<file path="src/rtl/exc_pkg.sv">
package exc_pkg;

  localparam int NUM_EXC = 7;
  localparam int MODE_W  = 5;
  localparam int PSR_T   = 5;
  localparam int PSR_F   = 6;
  localparam int PSR_I   = 7;

  typedef enum logic [2:0] {
    EXC_RESET = 3'd0,
    EXC_DABT  = 3'd1,
    EXC_FIQ   = 3'd2,
    EXC_IRQ   = 3'd3,
    EXC_PABT  = 3'd4,
    EXC_SWI   = 3'd5,
    EXC_UNDEF = 3'd6
  } exc_e;

  localparam logic [MODE_W-1:0] MODE_FIQ = 5'h11;
  localparam logic [MODE_W-1:0] MODE_IRQ = 5'h12;
  localparam logic [MODE_W-1:0] MODE_SVC = 5'h13;
  localparam logic [MODE_W-1:0] MODE_ABT = 5'h17;
  localparam logic [MODE_W-1:0] MODE_UND = 5'h1B;

  function automatic logic [MODE_W-1:0] exc_mode(exc_e e);
    case (e)
      EXC_DABT, EXC_PABT: return MODE_ABT;
      EXC_FIQ:            return MODE_FIQ;
      EXC_IRQ:            return MODE_IRQ;
      EXC_UNDEF:          return MODE_UND;
      default:            return MODE_SVC;
    endcase
  endfunction

  function automatic logic [7:0] exc_vec_off(exc_e e);
    case (e)
      EXC_UNDEF: return 8'h04;
      EXC_SWI:   return 8'h08;
      EXC_PABT:  return 8'h0C;
      EXC_DABT:  return 8'h10;
      EXC_IRQ:   return 8'h18;
      EXC_FIQ:   return 8'h1C;
      default:   return 8'h00;
    endcase
  endfunction

endpackage

</file>
<file path="src/rtl/exc_pend_arb.sv">
module exc_pend_arb
  import exc_pkg::*;
#(
  parameter int NUM = NUM_EXC
) (
  input  logic           clk,
  input  logic           rst,
  input  logic [NUM-1:0] req_i,
  input  logic           bnd_i,
  input  logic           busy_i,
  input  logic           irq_mask_i,
  input  logic           fiq_mask_i,
  output logic           take_o,
  output exc_e           win_o,
  output logic [NUM-1:0] grant_o
);

  localparam int IDX_W = $clog2(NUM);

  logic [NUM-1:0]   pend_q;
  logic [NUM-1:0]   eff;
  logic [NUM-1:0]   elig;
  logic [IDX_W-1:0] idx;
  logic             found;
  logic             open_w;

  assign eff    = pend_q | req_i;
  assign open_w = bnd_i & ~busy_i;

  // Eligibility per source: reset always, interrupts gated by their masks.
  for (genvar g = 0; g < NUM; g++) begin : g_elig
    if (g == int'(EXC_RESET)) begin : g_rst
      assign elig[g] = eff[g];
    end else if (g == int'(EXC_IRQ)) begin : g_irq
      assign elig[g] = eff[g] & open_w & ~irq_mask_i;
    end else if (g == int'(EXC_FIQ)) begin : g_fiq
      assign elig[g] = eff[g] & open_w & ~fiq_mask_i;
    end else begin : g_sync
      assign elig[g] = eff[g] & open_w;
    end
  end

  // Fixed priority: lowest index wins.
  always_comb begin
    grant_o = '0;
    found   = 1'b0;
    idx     = '0;
    for (int i = 0; i < NUM; i++) begin
      if (elig[i] && !found) begin
        grant_o[i] = 1'b1;
        found      = 1'b1;
        idx        = IDX_W'(i);
      end
    end
  end

  assign take_o = found;
  assign win_o  = exc_e'(idx);

  always_ff @(posedge clk) begin
    if (rst)                 pend_q <= '0;
    else if (eff[EXC_RESET]) pend_q <= '0;
    else                     pend_q <= eff & ~grant_o;
  end

  logic live_q;
  always_ff @(posedge clk) begin
    if (rst) live_q <= 1'b0;
    else     live_q <= 1'b1;
  end

  a_r2_single_grant: assert property (@(posedge clk) disable iff (rst)
    $onehot0(grant_o));

  a_r6_irq_masked: assert property (@(posedge clk) disable iff (rst)
    irq_mask_i |-> !grant_o[EXC_IRQ]);

  a_r6_fiq_masked: assert property (@(posedge clk) disable iff (rst)
    fiq_mask_i |-> !grant_o[EXC_FIQ]);

  a_r5_keep_pending: assert property (@(posedge clk) disable iff (rst || !live_q)
    !$past(eff[EXC_RESET]) |-> ((pend_q & $past(eff & ~grant_o)) == $past(eff & ~grant_o)));

  a_r3_reset_flush: assert property (@(posedge clk) disable iff (rst)
    eff[EXC_RESET] |=> (pend_q == '0));

endmodule

</file>
<file path="src/rtl/exc_entry_gen.sv">
module exc_entry_gen
  import exc_pkg::*;
#(
  parameter int              XLEN     = 32,
  parameter logic [XLEN-1:0] VEC_BASE = '0
) (
  input  logic              clk,
  input  logic              rst,
  input  logic              take_i,
  input  exc_e              win_i,
  input  logic [XLEN-1:0]   cur_psr_i,
  input  logic [XLEN-1:0]   ret_addr_i,
  output logic              redirect_vld_o,
  output logic [XLEN-1:0]   vec_addr_o,
  output logic [XLEN-1:0]   new_psr_o,
  output logic [XLEN-1:0]   saved_psr_o,
  output logic [XLEN-1:0]   link_val_o,
  output logic [MODE_W-1:0] tgt_mode_o,
  output logic              bank_we_o
);

  logic [MODE_W-1:0] mode_c;
  logic [XLEN-1:0]   vec_c, npsr_c, spsr_c, link_c;
  logic              we_c;

  always_comb begin
    mode_c = exc_mode(win_i);
    vec_c  = VEC_BASE + XLEN'(exc_vec_off(win_i));
    if (win_i == EXC_RESET) begin
      npsr_c                 = '0;
      npsr_c[MODE_W-1:0]     = MODE_SVC;
      npsr_c[PSR_I]          = 1'b1;
      npsr_c[PSR_F]          = 1'b1;
      spsr_c                 = '0;
      link_c                 = '0;
      we_c                   = 1'b0;
    end else begin
      npsr_c                 = cur_psr_i;
      npsr_c[MODE_W-1:0]     = mode_c;
      npsr_c[PSR_T]          = 1'b0;
      npsr_c[PSR_I]          = 1'b1;
      if (win_i == EXC_FIQ) npsr_c[PSR_F] = 1'b1;
      spsr_c                 = cur_psr_i;
      link_c                 = ret_addr_i;
      we_c                   = 1'b1;
    end
  end

  always_ff @(posedge clk) begin
    if (rst || !take_i) begin
      redirect_vld_o <= 1'b0;
      vec_addr_o     <= '0;
      new_psr_o      <= '0;
      saved_psr_o    <= '0;
      link_val_o     <= '0;
      tgt_mode_o     <= '0;
      bank_we_o      <= 1'b0;
    end else begin
      redirect_vld_o <= 1'b1;
      vec_addr_o     <= vec_c;
      new_psr_o      <= npsr_c;
      saved_psr_o    <= spsr_c;
      link_val_o     <= link_c;
      tgt_mode_o     <= mode_c;
      bank_we_o      <= we_c;
    end
  end

  logic live_q;
  always_ff @(posedge clk) begin
    if (rst) live_q <= 1'b0;
    else     live_q <= 1'b1;
  end

  a_r8_irq_off: assert property (@(posedge clk) disable iff (rst)
    redirect_vld_o |-> new_psr_o[PSR_I]);

  a_r8_thumb_off: assert property (@(posedge clk) disable iff (rst)
    redirect_vld_o |-> !new_psr_o[PSR_T]);

  a_r8_fiq_both_off: assert property (@(posedge clk) disable iff (rst)
    (redirect_vld_o && tgt_mode_o == MODE_FIQ) |-> new_psr_o[PSR_F]);

  a_r1_idle_zero: assert property (@(posedge clk) disable iff (rst)
    !redirect_vld_o |-> (vec_addr_o == '0 && new_psr_o == '0 && !bank_we_o));

  a_r9_banked_psr: assert property (@(posedge clk) disable iff (rst || !live_q)
    (redirect_vld_o && bank_we_o) |-> (saved_psr_o == $past(cur_psr_i)
                                       && link_val_o == $past(ret_addr_i)));

endmodule

</file>
<file path="src/rtl/exc_entry_ctrl.sv">
module exc_entry_ctrl
  import exc_pkg::*;
#(
  parameter int              XLEN     = 32,
  parameter int              NUM_EXC  = exc_pkg::NUM_EXC,
  parameter logic [XLEN-1:0] VEC_BASE = '0
) (
  input  logic               clk,
  input  logic               rst,
  input  logic [NUM_EXC-1:0] exc_req_i,
  input  logic [XLEN-1:0]    cur_psr_i,
  input  logic [XLEN-1:0]    ret_addr_i,
  input  logic               insn_bnd_i,
  output logic               redirect_vld_o,
  output logic [XLEN-1:0]    vec_addr_o,
  output logic [XLEN-1:0]    new_psr_o,
  output logic [XLEN-1:0]    saved_psr_o,
  output logic [XLEN-1:0]    link_val_o,
  output logic [MODE_W-1:0]  tgt_mode_o,
  output logic               bank_we_o
);

  logic               take;
  exc_e               win;
  logic [NUM_EXC-1:0] grant;

  exc_pend_arb #(.NUM(NUM_EXC)) u_arb (
    .clk        (clk),
    .rst        (rst),
    .req_i      (exc_req_i),
    .bnd_i      (insn_bnd_i),
    .busy_i     (redirect_vld_o),
    .irq_mask_i (cur_psr_i[PSR_I]),
    .fiq_mask_i (cur_psr_i[PSR_F]),
    .take_o     (take),
    .win_o      (win),
    .grant_o    (grant)
  );

  exc_entry_gen #(.XLEN(XLEN), .VEC_BASE(VEC_BASE)) u_gen (
    .clk            (clk),
    .rst            (rst),
    .take_i         (take),
    .win_i          (win),
    .cur_psr_i      (cur_psr_i),
    .ret_addr_i     (ret_addr_i),
    .redirect_vld_o (redirect_vld_o),
    .vec_addr_o     (vec_addr_o),
    .new_psr_o      (new_psr_o),
    .saved_psr_o    (saved_psr_o),
    .link_val_o     (link_val_o),
    .tgt_mode_o     (tgt_mode_o),
    .bank_we_o      (bank_we_o)
  );

  logic live_q;
  always_ff @(posedge clk) begin
    if (rst) live_q <= 1'b0;
    else     live_q <= 1'b1;
  end

  a_r3_reset_wins: assert property (@(posedge clk) disable iff (rst)
    exc_req_i[0] |=> (redirect_vld_o && !bank_we_o && tgt_mode_o == MODE_SVC
                      && vec_addr_o == VEC_BASE));

  a_r4_boundary_only: assert property (@(posedge clk) disable iff (rst || !live_q)
    (redirect_vld_o && bank_we_o) |-> ($past(insn_bnd_i) && !$past(redirect_vld_o)));

  a_r6_irq_enabled: assert property (@(posedge clk) disable iff (rst || !live_q)
    (redirect_vld_o && tgt_mode_o == MODE_IRQ) |-> !$past(cur_psr_i[PSR_I]));

  a_r2_grant_matches: assert property (@(posedge clk) disable iff (rst)
    take |-> (grant != '0));

endmodule

</file>
<file path="config.mk">
export PLATFORM = sky130hd
export DESIGN_NAME = exc_entry_ctrl
export DESIGN_NICKNAME = d
export VERILOG_FILES = /design/src/rtl/exc_pkg.sv /design/src/rtl/exc_pend_arb.sv /design/src/rtl/exc_entry_gen.sv /design/src/rtl/exc_entry_ctrl.sv
export SDC_FILE = /design/constraint.sdc
export NUM_CORES = 1
export LEC_CHECK = 0
export ABC_CLOCK_PERIOD_IN_PS = 2000
export BUFFER_PORTS_ARGS = -buffer_cell sky130_fd_sc_hd__buf_2
export CAP_MARGIN = 0
export CORE_MARGIN = 2
export CORE_UTILIZATION = 42
export CTS_BUF_LIST = sky130_fd_sc_hd__clkbuf_8
export CTS_CLUSTER_DIAMETER = 40
export DETAILED_ROUTE_END_ITERATION = 7
export GPL_TIMING_DRIVEN = 0
export PLACE_DENSITY_LB_ADDON = 0.2
export SYNTH_ARGS = -nofsm -noshare
export SYNTH_HDL_FRONTEND = slang
export SYNTH_SLANG_ARGS = --single-unit
</file>
<file path="constraint.sdc">
create_clock -name clk -period 2 [get_ports clk]
set_clock_uncertainty 0.15 [all_clocks]
set_input_delay 0.2 -clock clk [delete_from_list [all_inputs] [get_ports clk]]
set_output_delay 0.2 -clock clk [all_outputs]
set_load 0.01 [all_outputs]
</file>
Yosys cells after proc, flatten, opt, wreduce, memory -nomap -nowiden
Index checks and enable logic that the tools add are counted.
W data, S select, Z words.
- register bits: 142
- output and inout port bits: 135
- input port bits: 74
- word-level logic and storage cells: 74
- reduce and logical (&&, ||, !) cells: 18
- bitwise logic cells: 15
- eq/ne operators: 6
- mux-type cells: 25
- operators by type and width (cell ; number):
    $pmux W5 S6 ; 1
    $mux W1 ; 17
    $pmux W4 S4 ; 1
    $and A1 B1 Y1 ; 9
    $eq A3 B3 Y1 const B ; 3
    $mux W3 ; 3
    $and A7 B7 Y7 ; 1
    $logic_not A1 Y1 ; 7
    $mux W7 ; 1
    $not A7 Y7 ; 1
    $or A7 B7 Y7 ; 1
    $eq A3 B2 Y1 const B ; 2
    $logic_and A1 B1 Y1 ; 6
    $reduce_or A2 Y1 ; 3
    $mux W2 ; 2
    $eq A3 B1 Y1 const B ; 1
    $logic_not A3 Y1 ; 1
    $not A1 Y1 ; 3
    $logic_or A1 B1 Y1 ; 1

Longest topological paths before layout
Gate-level depths: netlist of run 1.
- word-level depth: 24
- mapped depth: 6
- gate-level depth less buffers: 4

Hierarchy
From an unflattened synthesis of run 1, not the netlist that was laid out.
- cells, all modules: 287
- area, all modules: 3065.4 µm²
- by module, submodules not included (module ; times used ; area an instance (µm²) ; seq. area each (µm²) ; cells an instance):
    exc_entry_gen ; 1 ; 2656.3 ; 1581.5 ; 241
    exc_pend_arb ; 1 ; 409.1 ; 120.1 ; 46

Worst setup path after synthesis of run 1
No wires, ideal clock.
- path kind: register to register
- start point: register u_gen.redirect_vld_o
- end point: register u_gen.new_psr_o[2]
- clock period less this slack: 1769 ps
- slack: 231 ps
- path buffers: 0
- arrival: 1515 ps
- cell stages (with the launch flop): 5
- data required time: 1747 ps
- setup time: 103 ps
- path through: dfxtp_1 or3b_1 o22a_4 a41o_4 a2111oi_2
- longest elaborated chain between the ends: 23
- elaborated cells between the ends (all ways): 44
- those cells by class: 5 x eq/ne; 13 x mux; 10 x bitwise; 16 x reduce/logical
- RTL lines (what ; RTL line ; text):
    start: declaration ; exc_entry_gen.sv:13 ; output logic redirect_vld_o,
    start signal: assignment ; exc_entry_gen.sv:51 ; redirect_vld_o <= 1'b0;
    start signal: assignment ; exc_entry_gen.sv:59 ; redirect_vld_o <= 1'b1;
    $not A1 Y1 (*) ; exc_pend_arb.sv:28 ; assign open_w = bnd_i & ~busy_i;
    $and A1 B1 Y1 (*) ; exc_pend_arb.sv:28 ;
    $and A1 B1 Y1 ; exc_pend_arb.sv:39 ; assign elig[g] = eff[g] & open_w;
    $logic_and A1 B1 Y1 ; exc_pend_arb.sv:49 ; if (elig[i] && !found) begin
    $mux W1 ; exc_pend_arb.sv:49 ;
    $logic_not A1 Y1 ; exc_pend_arb.sv:49 ;
    $logic_and A1 B1 Y1 ; exc_pend_arb.sv:49 ;
    $mux W1 ; exc_pend_arb.sv:49 ;
    (+7 left out) ; -- ;
    $logic_and A1 B1 Y1 ; exc_pend_arb.sv:49 ;
    $mux W1 ; exc_pend_arb.sv:49 ;
    $logic_not A1 Y1 ; exc_pend_arb.sv:49 ;
    $logic_and A1 B1 Y1 ; exc_pend_arb.sv:49 ;
    $mux W3 / $mux W1 (equally long branches) ; exc_pend_arb.sv:49 ;
    $eq A3 B3 Y1 (tied with other cells) ; exc_pkg.sv:26 ; case (e)
    $reduce_or A2 Y1 / $logic_or A1 B1 Y1 (equally long branches) ; exc_pkg.sv:26, exc_entry_gen.sv:50 ;
    $pmux W4 S4 / $reduce_or A2 Y1 (equally long branches) ; -- ;
    end signal: assignment ; exc_entry_gen.sv:61 ; new_psr_o <= npsr_c;
    end: declaration ; exc_entry_gen.sv:15 ; output logic [XLEN-1:0] new_psr_o,
Mark *: on every way between the ends. The rest lies on a longest branch, timed or not.
A chain may end at the register's enable or synchronous reset.

Final worst setup path of run 1
- start point: register u_gen.redirect_vld_o
- end point: register u_gen.link_val_o[4]
- longest elaborated chain between the ends: 23
- elaborated cells between the ends (all ways): 37
- those cells by class: 12 x mux; 10 x bitwise; 15 x reduce/logical
- RTL lines (what ; RTL line ; text):
    $not A1 Y1 (*) ; exc_pend_arb.sv:28 ;
    $and A1 B1 Y1 (*) ; exc_pend_arb.sv:28 ;
    $and A1 B1 Y1 ; exc_pend_arb.sv:39 ;
    $logic_and A1 B1 Y1 ; exc_pend_arb.sv:49 ;
    $mux W1 ; exc_pend_arb.sv:49 ;
    $logic_not A1 Y1 ; exc_pend_arb.sv:49 ;
    $logic_and A1 B1 Y1 ; exc_pend_arb.sv:49 ;
    $mux W1 ; exc_pend_arb.sv:49 ;
    (+7 left out) ; -- ;
    $logic_and A1 B1 Y1 ; exc_pend_arb.sv:49 ;
    $mux W1 ; exc_pend_arb.sv:49 ;
    $logic_not A1 Y1 ; exc_pend_arb.sv:49 ;
    $logic_and A1 B1 Y1 ; exc_pend_arb.sv:49 ;
    $mux W1 ; exc_pend_arb.sv:49 ;
    $logic_not A1 Y1 ; exc_entry_gen.sv:50 ; if (rst || !take_i) begin
    $logic_or A1 B1 Y1 ; exc_entry_gen.sv:50 ;
    $reduce_or A2 Y1 (no line) (*) ; -- ;
    end signal: assignment ; exc_entry_gen.sv:63 ; link_val_o <= link_c;
    end: declaration ; exc_entry_gen.sv:17 ; output logic [XLEN-1:0] link_val_o,
Marks and branches as above.

==> summary.txt, run 1 <==
Run status
  • Status: finished, final reports clean

Layout
  • Fin area: 4890 sq um
  • Layout area overhead: 66.7%
  • Nets@finish: 621
  • Antenna fix cells: 0
  • Layout Cells excl Fill: 632
  • Commonest non-fill, non-tap cell in the layout: buf_2
  • Layout cells sized above 1: 48.0%
  • Final core occ: 72.3%
  • Commonest cells after routing, fill and taps aside: buf_2 (179), dfxtp_1 (85), dlygate4sd3_1 (66)

Global route
  • Initial antenna violation count: 0
  • Vias in the first global route: 2481
  • Largest net degree at the start of global routing: 16
  • First-pass GRT wire length: 11600 um
  • GR Overflow Total: 0
  • GRT Util Overall: 19.9%

Placement
  • Port bufs: 178
  • Placement Cell Area: 4030 sq um
  • Place WS: 137 ps
  • Post-DP HPWL: 5100 um
  • DP Cell Count: 551
  • Final GP Congestion: 0.838

Worst setup path
  • RR Endpoint: u_gen.link_val_o[4]$_SDFF_PP0_
  • Worst-path fanout max: 10
  • Worst Path Required: 2140 ps
  • FF-to-FF Start: u_gen.redirect_vld_o$_DFF_P_
  • CP Class: flop to flop
  • Critical path launch point type: flop
  • Setup crit end: u_gen.link_val_o[4]$_SDFF_PP0_
  • Crit path launch: u_gen.redirect_vld_o$_DFF_P_
  • Data arrival, critical path: 1990 ps
  • FF-to-FF path depth: 6
  • R2R Setup Slk: 140 ps
  • Endpoint class of the critical path: flop

Synth
  • Post-synth top area share: 58.0%
  • Sequential cell area fraction in the yosys report: 58.0%
  • Syn Inst Count: 264
  • Ys Warns: 0
  • Post-Syn Area: 2930 sq um
  • Distinct cells, synth: 30
  • Ranking of synthesized cells by area: dfxtp_1 (58%), buf_4 (15%), and2_1 (14%)
  • Avg Inst Size Synth: 11.1 sq um
  • #FFs+latches synth: 85
  • Post-synth top area cell: dfxtp_1

Routing
  • Routed WL per cell: 12.5 um
  • Met2 wire length: 4180 um
  • Pre-Repair DR Iteration Count: 4
  • Iter 0 DRT Violations: 51
  • Met3 WL: 541 um
  • Vias per Instance: 4.17
  • ANT nets after route: 0
  • Routed wire length: 7930 um
  • M1 wire length: 3010 um
  • Top Layer Used: met4
  • Via count: 2636
  • DRC Markers: 0

STA
  • Fmax: 0.539 GHz
  • Min Hold Slack: 24.1 ps
  • Final setup viols: 0
  • Final min period: 1860 ps
  • Tcrit/Tclk final: 92.8%
  • Fin Setup TNS: 0 ps
  • RSZ-0062 raised after global routing: false
  • Max-slew violations: 0
  • Final Hold Violating Endpoints: 0
  • Final WS setup: 145 ps

Floorplanning
  • Initial Util: 43.4%
  • # IOs: 209
  • Die Wd: 87.5 um
  • Height of the die: 87.5 um
  • Die area: 7660 sq um
  • # rows: 30
  • Core region area: 6760 sq um

Clock tree
  • CTS tree: yes
  • Root buf cell: clkbuf_8
  • CTS resizes: 0
  • TritonCTS Buffers: 9
  • Clk_lat worst skew: 350 ps
  • CTS Sinks: 85
  • Reg clk slew, reported paths: 90 ps
  • H-tree depth: 3
  • Max clock buf depth: 2

Pwr
  • Leakage power: 2.63 nW
  • P per Cell Area: 732 nW/um^2
  • VDD IR-drop max: 0.469 mV
  • Total power: 3.58 mW

Hold path
  • Tightest Hold Check Type: primary input to flop
  • Hold path depth: 3

Flow run
  • Max-cap viol count: 0
-- worst max-delay path, stage by stage, from the launching register on --
cell and delay, ps:
dfxtp_1 340, or3b_1 380, o22a_4 280, a31oi_2 150
buf_4 220, buf_6 150, and2_1 130
-- synth_stat cells (all sizes together) --
library cell  instances
dfxtp                85
and2                 64
buf                  63
nor2                 11
nor3                  7
a211oi                4
o21ai                 3
a2111oi               2
a21o                  2
a21oi                 2
a31oi                 2
nor4                  2
or2                   2
or3b                  2
a41o                  1
and3                  1
clkbuf                1
conb                  1
inv                   1
nand2                 1
nand2b                1
nand3                 1
nor2b                 1
o21ba                 1
o21bai                1
o22a                  1
o31ai                 1
-- worst min path at each step --
| stage | start | slack (ps) | end |
|---|---|---|---|
| after CTS | cur_psr_i[6] | 4 | u_gen.new_psr_o[6]$_SDFF_PN0_ |
| final | cur_psr_i[6] | 20 | u_gen.new_psr_o[6]$_SDFF_PN0_ |
| after detailed placement | ret_addr_i[0] | 250 | u_gen.link_val_o[0]$_SDFF_PP0_ |
| after floorplan | rst | 120 | u_gen.vec_addr_o[3]$_SDFF_PP0_ |
| after global routing | exc_req_i[1] | 30 | u_gen.vec_addr_o[4]$_SDFF_PP0_ |
| after global placement | ret_addr_i[30] | 250 | u_gen.link_val_o[30]$_SDFF_PP0_ |
-- routing by layer --
metal	vias to the layer above	GRT usage, %
met3	17	5.37
li1	1321	-
met5	-	0
met1	1169	20.1
met4	0	9.65
met2	129	37.3
-- flip-flops by register name (all words and copies together) (netlist names) --
signal,cells
u_gen.link_val_o,32
u_gen.saved_psr_o,31
u_gen.new_psr_o,7
u_arb.pend_q,6
u_gen.tgt_mode_o,4
u_gen.vec_addr_o,3
u_gen.bank_we_o,1
u_gen.redirect_vld_o,1
-- where the power goes --
group          switching [mW]  internal [mW]  leakage (nW)
Clock                   0.632          0.581        0.0918
Combinational           0.245          0.325          1.85
Sequential             0.0272           1.77         0.694
-- repair_timing --
action                                  CTS  global route
endpoints found under the hold margin    70             0
setup buffers                             0             0
hold buffers                             66             0
endpoints found under the setup margin    0            48
-- logic make-up (layout without fill, tap and decap cells) --
logic type,count (synthesis),count (layout),share of synthesized area (%)
simple gates,93,93,18.7
other cells,1,30,0.128
buf+inv,65,324,16.9
flops,85,85,58.0
compound gates,20,20,6.23
-- final cells by class --
cell class                 count  area [sq um]
buffer                        63           489
clock buffer                   9           124
clock inverter                 7          75.1
fill                         494          1870
inverter                       1          3.75
multi-input combinational    143           842
sequential                    85          1700
tap                           80           100
timing repair buffer         244          1550
Note: power is estimated with default switching activity, not from simulation.
==> run 2, diff against run 1 <==
--- a/config.mk
+++ b/config.mk
@@ -8,8 +8,10 @@
 export ABC_CLOCK_PERIOD_IN_PS = 2000
 export BUFFER_PORTS_ARGS = -buffer_cell sky130_fd_sc_hd__buf_2
 export CAP_MARGIN = 0
+export CELL_PAD_IN_SITES_DETAIL_PLACEMENT = 0
+export CELL_PAD_IN_SITES_GLOBAL_PLACEMENT = 1
 export CORE_MARGIN = 2
-export CORE_UTILIZATION = 42
+export CORE_UTILIZATION = 30
 export CTS_BUF_LIST = sky130_fd_sc_hd__clkbuf_8
 export CTS_CLUSTER_DIAMETER = 40
 export DETAILED_ROUTE_END_ITERATION = 7
==> summary.txt, run 2 (synthesis results as in run 1) <==
Run status
  • Status: finished, final reports clean

Layout
  • Layout Cells excl Fill: 685
  • Largest regs: u_gen.link_val_o: 32 flops, u_gen.saved_psr_o: 31 flops, u_gen.new_psr_o: 7 flops
  • Nets@finish: 621
  • Commonest cells after routing, fill and taps aside: buf_2 (179), dfxtp_1 (85), dlygate4sd3_1 (66)
  • Reg with most FFs: u_gen.link_val_o
  • Layout cells sized above 1: 48.0%
  • Antenna fix cells: 0
  • Max FFs per register: 32
  • Commonest non-fill, non-tap cell in the layout: buf_2
  • Layout area overhead: 69.4%

Worst setup path
  • Buffers & Inverters on Critical Path: 0
  • RR Endpoint: u_gen.new_psr_o[2]$_SDFF_PP0_
  • FF-to-FF path depth: 4
  • Critical path launch point type: flop
  • Worst path top cell family by delay: compound AO/OA/AOI/OAI gates
  • Slowest stage cell, crit path: or3b_1
  • Worst Path Required: 2100 ps
  • Data arrival, critical path: 1970 ps
  • Worst-path fanout max: 8
  • CP Class: flop to flop
  • CP cell instances: or3b_1, o22a_4, a41o_4, a2111oi_2
  • Endpoint class of the critical path: flop
  • R2R Setup Slk: 130 ps
  • Slowest stage delay, CP: 390 ps
  • FF-to-FF Start: u_gen.redirect_vld_o$_DFF_P_

Pwr
  • Gate power share: 15.7%
  • Internal Power: 2.72 mW
  • Flop pwr share: 49.6%
  • Switching power: 0.898 mW
  • Clock power share: 34.7%
  • P per Cell Area: 728 nW/um^2
  • VDD IR-drop max: 0.405 mV
  • Net Sw Frac: 24.9%
  • Leakage power: 2.65 nW

Placement
  • Place WS: 99.8 ps
  • Port bufs: 178
  • DP Cell Count: 604
  • Post-DP HPWL: 5400 um
  • Final GP Congestion: 0.762

Clock tree
  • CTS tree: yes
  • H-tree depth: 3
  • TritonCTS Buffers: 9
  • CTS Sinks: 85
  • Root buf cell: clkbuf_8
  • Setup Fix Bufs, Post-CTS: 0
  • Max clock buf depth: 2
  • Reg clk slew, reported paths: 90 ps
  • Clk_lat worst skew: 350 ps

Hold path
  • Hold path depth: 3
  • Hold Path Origin: cur_psr_i[6]
  • Tightest Hold Check Type: primary input to flop
  • Hold worst-path end: u_gen.new_psr_o[6]$_SDFF_PN0_

STA
  • Max-slew violations: 0
  • Fmax: 0.535 GHz
  • Final WS setup: 131 ps
  • Final Hold Violating Endpoints: 0
  • Final setup viols: 0
  • Final min period: 1870 ps
  • Tcrit/Tclk final: 93.5%
  • RSZ-0062 raised after global routing: false
  • Fin Setup TNS: 0 ps

Routing
  • Pre-Repair DR Iteration Count: 4
  • Routed wire length: 7500 um
  • Iter 0 DRT Violations: 18
  • Via count: 2615
  • DRC Markers: 0
  • Routed WL per cell: 10.9 um
  • Vias per Instance: 3.82
  • ANT nets after route: 0

Floorplanning
  • Height of the die: 103 um
  • Die Wd: 103 um
  • Die area: 10600 sq um
  • # rows: 36
  • Initial Util: 30.4%
  • Core region area: 9640 sq um
  • # IOs: 209

Global route
  • Most Used Layer, Global Route: met2
  • GR Overflow Total: 0
  • GRT Util Overall: 13.5%
  • Met2 usage: 23.4%
  • Vias in the first global route: 2432
  • Initial antenna violation count: 0
  • Largest net degree at the start of global routing: 16
  • First-pass GRT wire length: 11100 um
  • Met3 GRT Util: 4.34%
  • Met1 usage: 15.6%

Flow run
  • Max-cap viol count: 0
run 2: through the flow:
stage	area (sq um)	power, mW	util (%)	hold WS (ps)
global route	4960	3.83	51.5	35.4
finish	4960	3.61	51.5	29.8
floorplan	3040	2.10	-	123
CTS	4960	3.67	51.5	6.78
detailed placement	4100	2.30	42.5	252
global placement	4100	2.29	42.5	250
run 2: worst reg2reg max path, stage by stage (launching register included):
cell	delay (ps)
dfxtp_1	350
or3b_1	390
o22a_4	280
a41o_4	260
a2111oi_2	340
run 2: per-layer routing:
metal / routed length, um / up-vias
met5: 0 / -
met4: 85 / 0
met1: 2980 / 1162
met2: 3720 / 122
met3: 714 / 9
li1: - / 1322
run 2: worst max path at each step:
| stage | startpoint | endpoint | cells after the start |
|---|---|---|---|
| final | u_gen.redirect_vld_o$_DFF_P_ | u_gen.new_psr_o[2]$_SDFF_PP0_ | 4 |
| after global routing | u_gen.redirect_vld_o$_DFF_P_ | u_gen.new_psr_o[2]$_SDFF_PP0_ | 4 |
| after CTS | exc_req_i[0] | u_gen.link_val_o[5]$_SDFF_PP0_ | 8 |
| after detailed placement | cur_psr_i[7] | u_gen.link_val_o[5]$_SDFF_PP0_ | 7 |
| after global placement | cur_psr_i[6] | u_gen.link_val_o[31]$_SDFF_PP0_ | 7 |
| after floorplan | u_gen.redirect_vld_o$_DFF_P_ | u_gen.new_psr_o[2]$_SDFF_PP0_ | 4 |
run 2: power by group through the flow:
stage	logic [mW]	clock network, mW	registers, mW
2_1_floorplan	0.235	0	1.87
5_1_grt	0.626	1.40	1.80
6_report	0.566	1.26	1.79
3_5_place_dp	0.464	0	1.83
3_3_place_gp	0.461	0	1.83
4_1_cts	0.568	1.31	1.79
run 2: what timing repair did:
| item | 4_1_cts | 5_1_grt |
|---|---|---|
| hold buffers | 66 | 0 |
| gates resized for setup | 0 | 1 |
| endpoints found under the hold margin | 70 | 0 |
| setup endpoints to repair | 0 | 50 |
run 2: layout make-up:
cell class	instances	area, sq um
clock buffer	10	138
timing repair buffer	244	1550
tap	133	166
clock inverter	6	68.8
fill	949	4670
sequential	85	1700
buffer	63	493
multi-input combinational	143	842
inverter	1	3.75
==> run 3, diff against run 2 <==
--- a/config.mk
+++ b/config.mk
@@ -5,7 +5,7 @@
 export SDC_FILE = /design/constraint.sdc
 export NUM_CORES = 1
 export LEC_CHECK = 0
-export ABC_CLOCK_PERIOD_IN_PS = 2000
+export ABC_CLOCK_PERIOD_IN_PS = 2100
 export BUFFER_PORTS_ARGS = -buffer_cell sky130_fd_sc_hd__buf_2
 export CAP_MARGIN = 0
 export CELL_PAD_IN_SITES_DETAIL_PLACEMENT = 0
==> constraint.sdc (replaced) <==
create_clock -name clk -period 2.1 [get_ports clk]
set_clock_uncertainty 0.15 [all_clocks]
set_input_delay 0.21 -clock clk [delete_from_list [all_inputs] [get_ports clk]]
set_output_delay 0.21 -clock clk [all_outputs]
set_load 0.01 [all_outputs]
==> summary.txt, run 3 (synthesis results as in run 1) <==
Floorplanning
  • # IOs: 209
  • # rows: 36
  • Height of the die: 103 um
  • Initial Util: 30.4%
  • Die Wd: 103 um
  • Core region area: 9640 sq um
  • Die area: 10600 sq um

Global route
  • Largest net degree at the start of global routing: 16
  • GR Overflow Total: 0
  • Vias in the first global route: 2439
  • First-pass GRT wire length: 11100 um
  • GRT Util Overall: 13.6%
  • Initial antenna violation count: 0

Hold path
  • Hold Path Origin: exc_req_i[1]
  • Hold worst-path end: u_gen.vec_addr_o[4]$_SDFF_PP0_
  • Tightest Hold Check Type: primary input to flop
  • Hold path depth: 3

Clock tree
  • Clk_lat worst skew: 350 ps
  • Max clock buf depth: 2
  • Root buf cell: clkbuf_8
  • CTS tree: yes
  • H-tree depth: 3
  • TritonCTS Buffers: 9
  • Reg clk slew, reported paths: 90 ps
  • CTS Sinks: 85

Routing
  • M1 wire length: 3080 um
  • ANT nets after route: 0
  • Met2 wire length: 3970 um
  • Routed WL per cell: 11.4 um
  • Routed wire length: 7860 um
  • Top Layer Used: met4
  • Via count: 2648
  • Iter 0 DRT Violations: 13
  • DRC Markers: 0
  • Vias per Instance: 3.83
  • Pre-Repair DR Iteration Count: 4
  • Met3 WL: 720 um

Layout
  • Register area: 1700 sq um
  • Max FFs per register: 32
  • Layout Cells excl Fill: 692
  • Commonest cells after routing, fill and taps aside: buf_2 (178), dfxtp_1 (85), and2_1 (64), dlygate4sd3_1 (64), buf_4 (62)
  • Antenna fix cells: 0
  • Nets@finish: 628
  • Commonest non-fill, non-tap cell in the layout: buf_2
  • Reg with most FFs: u_gen.link_val_o
  • Multi-input logic area: 868 sq um
  • Final core occ: 52.9%
  • Layout area overhead: 73.9%
  • Layout cells sized above 1: 49.0%
  • Largest regs: u_gen.link_val_o: 32 flops, u_gen.saved_psr_o: 31 flops, u_gen.new_psr_o: 7 flops
  • Filler cells: 934

Pwr
  • Leakage power: 2.72 nW
  • VDD IR-drop max: 0.386 mV
  • Total power: 3.48 mW
  • P per Cell Area: 683 nW/um^2

Placement
  • Final GP Congestion: 0.762
  • Port bufs: 178
  • Place WS: 190 ps
  • Post-DP HPWL: 5400 um
  • DP Cell Count: 604

STA
  • Max_slew headroom: 63.7%
  • Fin Setup TNS: 0 ps
  • RSZ-0062 raised after global routing: false
  • Max-slew violations: 0
  • Tcrit/Tclk final: 94.6%
  • Final setup viols: 0
  • Final Hold Violating Endpoints: 0
  • Final min period: 1990 ps
  • Fmax: 0.503 GHz
  • Final WS setup: 113 ps
  • Worst Tran Pin Value: 542 ps

Worst setup path
  • Data arrival, critical path: 2140 ps
  • RR Endpoint: u_gen.link_val_o[12]$_SDFF_PP0_
  • FF-to-FF path depth: 6
  • CP Class: flop to flop
  • CP cell instances: or3b_4, o22a_4, a31oi_4, clkbuf_16, buf_4, and2_1
  • R2R Setup Slk: 110 ps
  • FF-to-FF Start: u_gen.redirect_vld_o$_DFF_P_
  • Endpoint class of the critical path: flop
  • Slowest stage cell, crit path: or3b_4
  • Critical path launch point type: flop
  • Slowest stage delay, CP: 390 ps
  • Worst Path Required: 2250 ps
  • Worst-path fanout max: 6

Flow run
  • Max-cap viol count: 0

Run status
  • Status: finished, final reports clean
## run 3: changes by cell type in the layout (fill, tap and decap cells not counted), moves of 2 or more
cell / previous run / this run
buf_4: 56 / 62
buf_6: 6 / 4
clkbuf_16: 0 / 2
dlygate4sd3_1: 66 / 64
dlymetal6s4s_1: 0 / 2
or3b_1: 2 / 0
or3b_4: 0 / 2
## run 3: stage by stage
| stage | area [sq um] | hold slack [ps] |
|---|---|---|
| after global routing | 5100 | 45.4 |
| after global placement | 4100 | 260 |
| after detailed placement | 4100 | 262 |
| final | 5100 | 50.0 |
| after floorplan | 3040 | 133 |
| after CTS | 4960 | 35.2 |
## run 3: layer usage
metal	vias up	track usage, %
met2	124	23.5
met4	0	5.16
li1	1337	-
met5	-	0
met1	1178	15.6
met3	9	4.34
## run 3: what timing repair did
action,in CTS,in global routing
buffers inserted,0,3
resized for setup,0,14
setup endpoints to repair,0,52
hold endpoints to repair,70,0
hold buffers,66,0
## run 3: how the worst max path moves through the flow
stage	from	to	slack (ps)	cells past startpoint
global placement	cur_psr_i[6]	u_gen.link_val_o[31]$_SDFF_PP0_	210	7
finish	u_gen.redirect_vld_o$_DFF_P_	u_gen.link_val_o[12]$_SDFF_PP0_	110	6
global route	u_gen.redirect_vld_o$_DFF_P_	u_gen.link_val_o[0]$_SDFF_PP0_	40	6
floorplan	u_gen.redirect_vld_o$_DFF_P_	u_gen.new_psr_o[2]$_SDFF_PP0_	330	4
detailed placement	cur_psr_i[7]	u_gen.link_val_o[5]$_SDFF_PP0_	190	7
CTS	cur_psr_i[7]	u_gen.link_val_o[5]$_SDFF_PP0_	20	8
## run 3: worst max-delay path, delay by kind of cell, from the launching register on
family / cells / cell delay, ps
buffers and inverters: 2 / 330
flip-flops: 1 / 350
AO/OA/AOI/OAI: 2 / 600
AND/OR/NAND/NOR: 2 / 510
## run 3: cell type report
type / count / area share, %
Sequential cell: 85 / 33.4
Timing Repair Buffer: 251 / 32.3
Multi-Input combinational cell: 143 / 17.0
Buffer: 63 / 9.91
Tap cell: 133 / 3.26
Clock buffer: 10 / 2.70
Clock inverter: 6 / 1.35
Inverter: 1 / 0.0736
## run 3: report_power, final
part	internal (mW)	leakage, nW	switching, mW	total (mW)
sequential	1.68	0.694	0.0238	1.71
clock	0.593	0.104	0.605	1.20
combinational	0.335	1.92	0.242	0.578
